==> config.mk <==
export PLATFORM = sky130hd
export DESIGN_NAME = ddr_init_refresh_seq
export DESIGN_NICKNAME = d
export VERILOG_FILES = /design/src/rtl/ddr_seq_pkg.sv /design/src/rtl/ddr_seq_delay.sv /design/src/rtl/ddr_seq_ref_track.sv /design/src/rtl/ddr_init_refresh_seq.sv
export SDC_FILE = /design/constraint.sdc
export NUM_CORES = 1
export LEC_CHECK = 0
export ABC_AREA = 1
export BUFFER_PORTS_ARGS = -buffer_cell sky130_fd_sc_hd__buf_2
export CELL_PAD_IN_SITES_DETAIL_PLACEMENT = 1
export CELL_PAD_IN_SITES_GLOBAL_PLACEMENT = 1
export CORE_MARGIN = 2
export CORE_UTILIZATION = 40
export DETAILED_ROUTE_END_ITERATION = 8
export GPL_TIMING_DRIVEN = 0
export PLACE_DENSITY_LB_ADDON = 0.1
export RECOVER_POWER = 25
export SYNTH_ARGS = -nofsm -noshare
export SYNTH_HDL_FRONTEND = slang
export SYNTH_SLANG_ARGS = --single-unit
==> constraint.sdc <==
create_clock -name clk_i -period 3.07 [get_ports clk_i]
set_clock_uncertainty 0.2 [all_clocks]
set_input_delay 0.1535 -clock clk_i [delete_from_list [all_inputs] [get_ports clk_i]]
set_output_delay 0.1535 -clock clk_i [all_outputs]
set_load 0.01 [all_outputs]
==> src/rtl/ddr_seq_pkg.sv <==
package ddr_seq_pkg;
  // {cs_n, ras_n, cas_n, we_n}
  typedef enum logic [3:0] {
    CMD_DESEL  = 4'b1111,
    CMD_PREALL = 4'b0010,
    CMD_MRS    = 4'b0000,
    CMD_REF    = 4'b0001
  } cmd_e;

  typedef enum logic [3:0] {
    ST_PWR, ST_PRE1, ST_MRS, ST_PRE2, ST_REF1, ST_REF2,
    ST_INITW, ST_IDLE, ST_RREF, ST_RWAIT
  } seq_st_e;

  function automatic logic [6:0] mode_word(input logic [1:0] bl_sel,
                                           input logic wrap_ilv,
                                           input logic cl_half);
    logic [2:0] bl;
    case (bl_sel)
      2'b00:   bl = 3'b001;
      2'b01:   bl = 3'b010;
      default: bl = 3'b011;
    endcase
    return {cl_half ? 3'b110 : 3'b010, wrap_ilv, bl};
  endfunction
endpackage

==> src/rtl/ddr_seq_delay.sv <==
module ddr_seq_delay #(
  parameter int W       = 8,
  parameter int RST_VAL = 0
) (
  input  logic         clk_i,
  input  logic         rst_ni,
  input  logic         load_i,
  input  logic [W-1:0] val_i,
  output logic         zero_o
);
  logic [W-1:0] cnt_q;

  always_ff @(posedge clk_i or negedge rst_ni) begin
    if (!rst_ni)           cnt_q <= W'(RST_VAL);
    else if (load_i)       cnt_q <= val_i;
    else if (cnt_q != '0)  cnt_q <= cnt_q - 1'b1;
  end

  assign zero_o = (cnt_q == '0);
endmodule

==> src/rtl/ddr_seq_ref_track.sv <==
module ddr_seq_ref_track #(
  parameter int INTERVAL = 2080,
  parameter int MAX_PEND = 8
) (
  input  logic clk_i,
  input  logic rst_ni,
  input  logic en_i,
  input  logic dec_i,
  output logic req_o
);
  localparam int CW = (INTERVAL > 1) ? $clog2(INTERVAL) : 1;
  localparam int PW = $clog2(MAX_PEND + 1);

  logic [CW-1:0] cnt_q;
  logic [PW-1:0] pend_q;
  logic          tick;

  assign tick = en_i && (cnt_q == CW'(INTERVAL - 1));

  always_ff @(posedge clk_i or negedge rst_ni) begin
    if (!rst_ni)   cnt_q <= '0;
    else if (tick) cnt_q <= '0;
    else if (en_i) cnt_q <= cnt_q + 1'b1;
  end

  always_ff @(posedge clk_i or negedge rst_ni) begin
    if (!rst_ni) pend_q <= '0;
    else begin
      case ({tick, dec_i})
        2'b10:   if (pend_q != PW'(MAX_PEND)) pend_q <= pend_q + 1'b1;
        2'b01:   pend_q <= pend_q - 1'b1;
        default: ;
      endcase
    end
  end

  assign req_o = (pend_q != '0);
endmodule

==> src/rtl/ddr_init_refresh_seq.sv <==
module ddr_init_refresh_seq
  import ddr_seq_pkg::*;
#(
  parameter int ADDR_W       = 12,
  parameter int T_PWR        = 133400,
  parameter int T_RP         = 3,
  parameter int T_MRD        = 2,
  parameter int T_RFC        = 10,
  parameter int REF_INTERVAL = 2080,
  parameter int MAX_PEND     = 8
) (
  input  logic              clk_i,
  input  logic              rst_ni,
  input  logic              cl_half_i,
  input  logic [1:0]        bl_sel_i,
  input  logic              wrap_ilv_i,
  input  logic              bank_open_i,
  input  logic              ref_gnt_i,
  output logic              cke_o,
  output logic              cs_no,
  output logic              ras_no,
  output logic              cas_no,
  output logic              we_no,
  output logic [1:0]        ba_o,
  output logic [ADDR_W-1:0] addr_o,
  output logic              ready_o,
  output logic              ref_req_o
);
  localparam int M1    = (T_RP > T_MRD) ? T_RP : T_MRD;
  localparam int M2    = (M1 > T_RFC) ? M1 : T_RFC;
  localparam int MAXD  = (M2 > T_PWR) ? M2 : T_PWR;
  localparam int DLY_W = $clog2(MAXD + 1);

  seq_st_e           st_q, st_n;
  cmd_e              cmd_q, cmd_n;
  logic [ADDR_W-1:0] addr_q, addr_n;
  logic              cke_q, cke_n, rdy_q, rdy_n, done_q, done_n;
  logic              dly_ld, dly_zero, ref_dec, req;
  logic [DLY_W-1:0]  dly_val;

  ddr_seq_delay #(.W(DLY_W), .RST_VAL(T_PWR - 1)) u_dly (
    .clk_i(clk_i), .rst_ni(rst_ni), .load_i(dly_ld), .val_i(dly_val), .zero_o(dly_zero)
  );

  ddr_seq_ref_track #(.INTERVAL(REF_INTERVAL), .MAX_PEND(MAX_PEND)) u_trk (
    .clk_i(clk_i), .rst_ni(rst_ni), .en_i(done_q), .dec_i(ref_dec), .req_o(req)
  );

  always_comb begin
    st_n    = st_q;
    cmd_n   = CMD_DESEL;
    addr_n  = '0;
    cke_n   = cke_q;
    rdy_n   = rdy_q;
    done_n  = done_q;
    dly_ld  = 1'b0;
    dly_val = '0;
    ref_dec = 1'b0;
    case (st_q)
      ST_PWR: if (dly_zero) begin
        cke_n = 1'b1;
        st_n  = ST_PRE1;
      end
      ST_PRE1: if (dly_zero) begin
        cmd_n = CMD_PREALL; addr_n[10] = 1'b1;
        dly_ld = 1'b1; dly_val = DLY_W'(T_RP - 1);
        st_n = ST_MRS;
      end
      ST_MRS: if (dly_zero) begin
        cmd_n = CMD_MRS; addr_n[6:0] = mode_word(bl_sel_i, wrap_ilv_i, cl_half_i);
        dly_ld = 1'b1; dly_val = DLY_W'(T_MRD - 1);
        st_n = ST_PRE2;
      end
      ST_PRE2: if (dly_zero) begin
        cmd_n = CMD_PREALL; addr_n[10] = 1'b1;
        dly_ld = 1'b1; dly_val = DLY_W'(T_RP - 1);
        st_n = ST_REF1;
      end
      ST_REF1, ST_REF2: if (dly_zero) begin
        cmd_n = CMD_REF;
        dly_ld = 1'b1; dly_val = DLY_W'(T_RFC - 1);
        st_n = (st_q == ST_REF1) ? ST_REF2 : ST_INITW;
      end
      ST_INITW: if (dly_zero) begin
        rdy_n = 1'b1; done_n = 1'b1;
        st_n = ST_IDLE;
      end
      ST_IDLE: if (ref_gnt_i && req) begin
        rdy_n = 1'b0;
        dly_ld = 1'b1;
        if (bank_open_i) begin
          cmd_n = CMD_PREALL; addr_n[10] = 1'b1;
          dly_val = DLY_W'(T_RP - 1);
          st_n = ST_RREF;
        end else begin
          cmd_n = CMD_REF; ref_dec = 1'b1;
          dly_val = DLY_W'(T_RFC - 1);
          st_n = ST_RWAIT;
        end
      end
      ST_RREF: if (dly_zero) begin
        cmd_n = CMD_REF; ref_dec = 1'b1;
        dly_ld = 1'b1; dly_val = DLY_W'(T_RFC - 1);
        st_n = ST_RWAIT;
      end
      ST_RWAIT: if (dly_zero) begin
        // drain backlog without a new grant
        if (req) begin
          cmd_n = CMD_REF; ref_dec = 1'b1;
          dly_ld = 1'b1; dly_val = DLY_W'(T_RFC - 1);
        end else begin
          rdy_n = 1'b1;
          st_n = ST_IDLE;
        end
      end
      default: st_n = ST_PWR;
    endcase
  end

  always_ff @(posedge clk_i or negedge rst_ni) begin
    if (!rst_ni) begin
      st_q   <= ST_PWR;
      cmd_q  <= CMD_DESEL;
      addr_q <= '0;
      cke_q  <= 1'b0;
      rdy_q  <= 1'b0;
      done_q <= 1'b0;
    end else begin
      st_q   <= st_n;
      cmd_q  <= cmd_n;
      addr_q <= addr_n;
      cke_q  <= cke_n;
      rdy_q  <= rdy_n;
      done_q <= done_n;
    end
  end

  assign {cs_no, ras_no, cas_no, we_no} = cmd_q;
  assign ba_o      = 2'b00;
  assign addr_o    = addr_q;
  assign cke_o     = cke_q;
  assign ready_o   = rdy_q;
  assign ref_req_o = req;
endmodule

==> impl_results.html <==
<table>
<tr><th>Metric</th><th>Value</th></tr>
<tr><th colspan="2">CTS</th></tr>
<tr><td>Count of clock tree sinks</td><td>50</td></tr>
<tr><td>Deepest clock path buffer count</td><td>2</td></tr>
<tr><td>Number of clock buffers inserted by TritonCTS</td><td>5</td></tr>
<tr><td>Root Buffer Master</td><td>clkbuf_8</td></tr>
<tr><td>Clock tree from TritonCTS</td><td>yes</td></tr>
<tr><td>Clk_lat worst skew</td><td>0.33 ns</td></tr>
<tr><td>H-tree depth</td><td>2</td></tr>
<tr><td>Clock-pin slew of the registers on the worst-case setup and hold paths</td><td>0.11 ns</td></tr>
<tr><td>Number of resized instances in the post-cts repair step</td><td>0</td></tr>
<tr><th colspan="2">Worst setup path</th></tr>
<tr><td>Start of the worst register-to-register path</td><td>u_dly.cnt_q[0]</td></tr>
<tr><td>Biggest cell delay along the critical path</td><td>0.54 ns</td></tr>
<tr><td>Critical path type</td><td>reg -&gt; reg</td></tr>
<tr><td>Worst-path cell with the longest stage delay</td><td>dfstp_2</td></tr>
<tr><td>Worst-path maximum fanout</td><td>5</td></tr>
<tr><td>Sequence of cells on the critical path</td><td>inv_1 &gt; ha_1 &gt; nand3_2 &gt; nor2_4 &gt; nand3_2 &gt; nand2_2 &gt; nand2_2 &gt; inv_1 &gt; ha_1 &gt; nand2_1 &gt; nand2_1 &gt; a31oi_1 &gt; inv_1 &gt; nand4_1 &gt; nand3_1 &gt; nand2_1 &gt; inv_1</td></tr>
<tr><td>Buffering stage count on the worst path with inverters included</td><td>4</td></tr>
<tr><td>Worst Reg-to-Reg Cells</td><td>17</td></tr>
<tr><td>Endpoint kind of the worst setup timing path</td><td>register</td></tr>
<tr><td>Worst EP arrival</td><td>2.70 ns</td></tr>
<tr><td>Most repeated library cell on the critical path</td><td>inv_1</td></tr>
<tr><td>Register-to-register setup slack</td><td>0.40 ns</td></tr>
<tr><td>Kind of cell adding the most delay to the critical path</td><td>simple AND/OR/NAND/NOR gates</td></tr>
<tr><td>End of the worst register-to-register path</td><td>u_trk.pend_q[3]</td></tr>
<tr><td>Setup crit start kind</td><td>register</td></tr>
<tr><td>Required time of the worst setup path</td><td>3.11 ns</td></tr>
<tr><th colspan="2">Synth</th></tr>
<tr><td>Synth Area per Inst</td><td>7.93 um^2</td></tr>
<tr><td>Part of the Yosys area used for sequential elements</td><td>0.419</td></tr>
<tr><td>Cells after synthesis</td><td>380</td></tr>
<tr><td>Synthesized flop and latch total</td><td>50</td></tr>
<tr><td>Yosys cell types</td><td>37</td></tr>
<tr><td>Area share of and/or/nand/nor cells after synthesis</td><td>0.323</td></tr>
<tr><td>Syn Std Cell Area</td><td>0.00301 mm^2</td></tr>
<tr><td>Fraction of post-synthesis cell area in the top cell type by area</td><td>0.332</td></tr>
<tr><td>Cell types with the largest area share after synthesis</td><td>dfrtp_1 (33%), nand2_1 (9.2%), dfstp_2 (8.7%), nor2_1 (7.1%), inv_1 (6.1%)</td></tr>
<tr><td>Adder-cell share of the synthesized area</td><td>0.0274</td></tr>
<tr><td>Xor and xnor area share after synthesis</td><td>0.0635</td></tr>
<tr><td>Cell accounting for the most synthesized area</td><td>dfrtp_1</td></tr>
<tr><td>Yosys synthesis warning count</td><td>0</td></tr>
<tr><td>Combinational family with the most area after synthesis</td><td>simple AND/OR/NAND/NOR gates</td></tr>
<tr><td>Compound-cell area share of the yosys netlist</td><td>0.0631</td></tr>
<tr><td>Share of cell area taken by muxes after synthesis</td><td>0</td></tr>
<tr><th colspan="2">Place</th></tr>
<tr><td>Buffers added on ports</td><td>20</td></tr>
<tr><td>Worst slack at placement</td><td>0.396 ns</td></tr>
<tr><td>Final weighted congestion of routability-driven global placement</td><td>0.823</td></tr>
<tr><td>Post-detail-place hpwl</td><td>between 5 and 6 mm</td></tr>
<tr><td>Count of placed standard cells including taps</td><td>approximately 500</td></tr>
<tr><th colspan="2">Pwr</th></tr>
<tr><td>Clock share of power</td><td>0.195</td></tr>
<tr><td>Leak pwr</td><td>1.73 nW</td></tr>
<tr><td>Internal portion of total power</td><td>0.00149 W</td></tr>
<tr><td>Peak supply drop</td><td>0.237 mV</td></tr>
<tr><td>Proportion of total power due to net switching</td><td>0.413</td></tr>
<tr><td>Combinational cell fraction of total power</td><td>0.412</td></tr>
<tr><td>Reg power frac</td><td>0.393</td></tr>
<tr><td>Pwr/cell area</td><td>739 mW/mm^2</td></tr>
<tr><td>Net Switching</td><td>0.00105 W</td></tr>
<tr><th colspan="2">Final layout</th></tr>
<tr><td>Antenna diodes</td><td>0</td></tr>
<tr><td>Layout fillers</td><td>943</td></tr>
<tr><td>Final layout net count</td><td>roughly 440</td></tr>
<tr><td>Highest-count cells in the layout ignoring fill and taps</td><td>nand2_1 (76), nor2_1 (57), inv_1 (49)</td></tr>
<tr><td>Filler-free cell count of the finished design</td><td>521</td></tr>
<tr><td>Most frequent standard cell in the layout excluding fill and tap cells</td><td>nand2_1</td></tr>
<tr><td>Share of cells above drive strength 1</td><td>0.190</td></tr>
<tr><td>Synth-to-layout area growth</td><td>13.7%</td></tr>
<tr><th colspan="2">Floorplanning</th></tr>
<tr><td>Core footprint</td><td>about 0.0073 mm^2</td></tr>
<tr><td>Row cnt</td><td>31</td></tr>
<tr><td>Floorplan die height</td><td>between 90 and 100 um</td></tr>
<tr><td>Effective utilization at floorplan</td><td>0.413</td></tr>
<tr><td>Die outline area</td><td>a little over 0.008 mm^2</td></tr>
<tr><td>Horiz. Die Dim</td><td>90.8 um</td></tr>
<tr><td>Num ports</td><td>29</td></tr>
<tr><th colspan="2">Timing</th></tr>
<tr><td>Max-Slew Margin vs Limit</td><td>0.164</td></tr>
<tr><td>Total negative setup slack</td><td>0 ns</td></tr>
<tr><td>FMAX</td><td>0.375 GHz</td></tr>
<tr><td>Setup ws final</td><td>about 0.40 ns</td></tr>
<tr><td>Share of the clock period used by the worst path</td><td>0.870</td></tr>
<tr><td>Transition time of the tightest slew-check pin</td><td>about 1.3 ns</td></tr>
<tr><td>Slew Limit Fails</td><td>0</td></tr>
<tr><td>Setup repair after global routing missed its margin</td><td>false</td></tr>
<tr><td>Setup violations, final</td><td>0</td></tr>
<tr><td>Final hold violation count</td><td>0</td></tr>
<tr><td>Shortest clock period the worst path allows after layout</td><td>2.67 ns</td></tr>
<tr><th colspan="2">Drt</th></tr>
<tr><td>Total DRC errors in the routed layout</td><td>0</td></tr>
<tr><td>Wire length per cell</td><td>13.2 um</td></tr>
<tr><td>Routed via count divided by cell count</td><td>4.72</td></tr>
<tr><td>Antenna Violating Nets Remaining</td><td>0</td></tr>
<tr><td>Aggregate routed wire length</td><td>6.87 mm</td></tr>
<tr><td>Total number of vias</td><td>about 2500</td></tr>
<tr><td>Number of DRC markers after the initial detailed-route iteration</td><td>66</td></tr>
<tr><td>Pre-Repair DR Iteration Count</td><td>4</td></tr>
<tr><th colspan="2">Global routing</th></tr>
<tr><td>Pin count of the biggest net entering global routing</td><td>51</td></tr>
<tr><td>Initial antenna violation count</td><td>0</td></tr>
<tr><td>Total Routing Usage GR</td><td>0.180</td></tr>
<tr><td>Wire length of the first global-routing pass</td><td>12.1 mm</td></tr>
<tr><td>Via count of the first global-routing pass</td><td>2612</td></tr>
<tr><td>GRT Residual Overflow</td><td>0</td></tr>
<tr><th colspan="2">Run</th></tr>
<tr><td>Max-cap viol count</td><td>0</td></tr>
<tr><th colspan="2">Worst hold path</th></tr>
<tr><td>Type of the worst min-delay path</td><td>in -&gt; reg</td></tr>
<tr><td>Depth of the worst hold-timing path</td><td>4</td></tr>
<tr><td>Hold Crit Endpoint</td><td>ready_o</td></tr>
<tr><td>Source of the worst hold timing path</td><td>ref_gnt_i</td></tr>
<tr><th colspan="2">Run status</th></tr>
<tr><td>Result of the run</td><td>complete, no violations</td></tr>
</table>
-- how the worst max path moves through the flow --
stage | from | endpoint | slack [ns] | depth (start not counted)
finish | u_dly.cnt_q[0] | u_trk.pend_q[3] | 0.40 | 17
global route | st_q[1] | u_trk.pend_q[3] | 0.22 | 19
CTS | u_dly.cnt_q[0] | u_trk.pend_q[3] | 0.37 | 17
detailed placement | u_dly.cnt_q[0] | u_trk.pend_q[3] | 0.40 | 17
global placement | u_dly.cnt_q[0] | u_trk.pend_q[3] | 0.46 | 17
floorplan | u_dly.cnt_q[0] | u_trk.pend_q[3] | 0.64 | 17
-- cell usage after synthesis, drive strengths merged --
cell type and instances:
clkinv 1, nand3 19, dfstp 10, and2 2
or2 1, ha 5, nand4 6, dfrtp 40
conb 1, a31o 2, nor4 2, a31oi 3
xor2 11, nor3 14, o211ai 3, inv 54
buf 13, a21oi 7, nand2 89, nor2 68
a21o 1, o21ai 17, fa 1, xnor2 10
-- worst reg2reg max path: stages, from the launching register on --
cell and delay, ns:
dfstp_2 0.54, inv_1 0.09, ha_1 0.24, nand3_2 0.10, nor2_4 0.05, nand3_2 0.12, nand2_2 0.07, nand2_2 0.11
inv_1 0.08, ha_1 0.33, nand2_1 0.08, nand2_1 0.04, a31oi_1 0.17, inv_1 0.06, nand4_1 0.12, nand3_1 0.09
nand2_1 0.07, inv_1 0.03
-- registers in the layout, summed over array words and instances, names as in the netlist --
name,cells
u_trk.cnt_q,12
u_trk.pend_q,4
st_q,4
cke_o,1
ready_o,1
cmd_q,3
done_q,1
addr_o,6
u_dly.cnt_q,18
-- final cells by class --
type                    count  area, um^2  area share
multi-input cells         269        1460       0.425
flip-flops and latches     50        1260       0.369
inverters                  55         211      0.0617
repair buffers             27         155      0.0453
well taps                  99         124      0.0362
plain buffers              13        98.8      0.0289
clock buffers               5        68.8      0.0201
clock inverters             3        47.5      0.0139
-- stage by stage --
stage	instance area (um^2)	util	power, W	hold slack [ns]
finish	3430	0.470	0.00253	0.0111
global route	3430	0.470	0.00275	0.0261
CTS	3450	0.473	0.00257	0.00822
detailed placement	3260	0.448	0.00205	0.155
global placement	3260	0.448	0.00202	0.143
floorplan	3040	-	0.00181	-0.342
-- layer usage --
layer,GRT usage,up-vias,part of all wire
met2,0.300,19,0.49
met4,0.0669,0,0.011
met3,0.0292,6,0.025
met5,0,-,0
li1,-,1251,-
met1,0.236,1183,0.48
-- cell families (layout without fill, tap and decap cells) --
group,count (synthesis),in the layout
flops,50,50
xor+xnor,21,21
compound gates,33,33
fa+ha+maj,6,6
simple gates,201,201
buf+inv,68,103
other cells,1,8
-- power by group through the flow --
stage          logic (W)  registers, W  clock network, W
6_report         0.00104      0.000994          0.000493
5_1_grt          0.00120       0.00102          0.000534
4_1_cts          0.00106      0.000995          0.000510
3_5_place_dp     0.00105       0.00101                 0
3_3_place_gp     0.00102       0.00100                 0
2_1_floorplan   0.000830      0.000981                 0
-- what timing repair did --
item	CTS	global route
hold buffers	7	0
setup endpoints to repair	0	0
hold endpoints to repair	45	0
setup buffers	0	0
No activity file was read; power rests on OpenSTA's default activity.
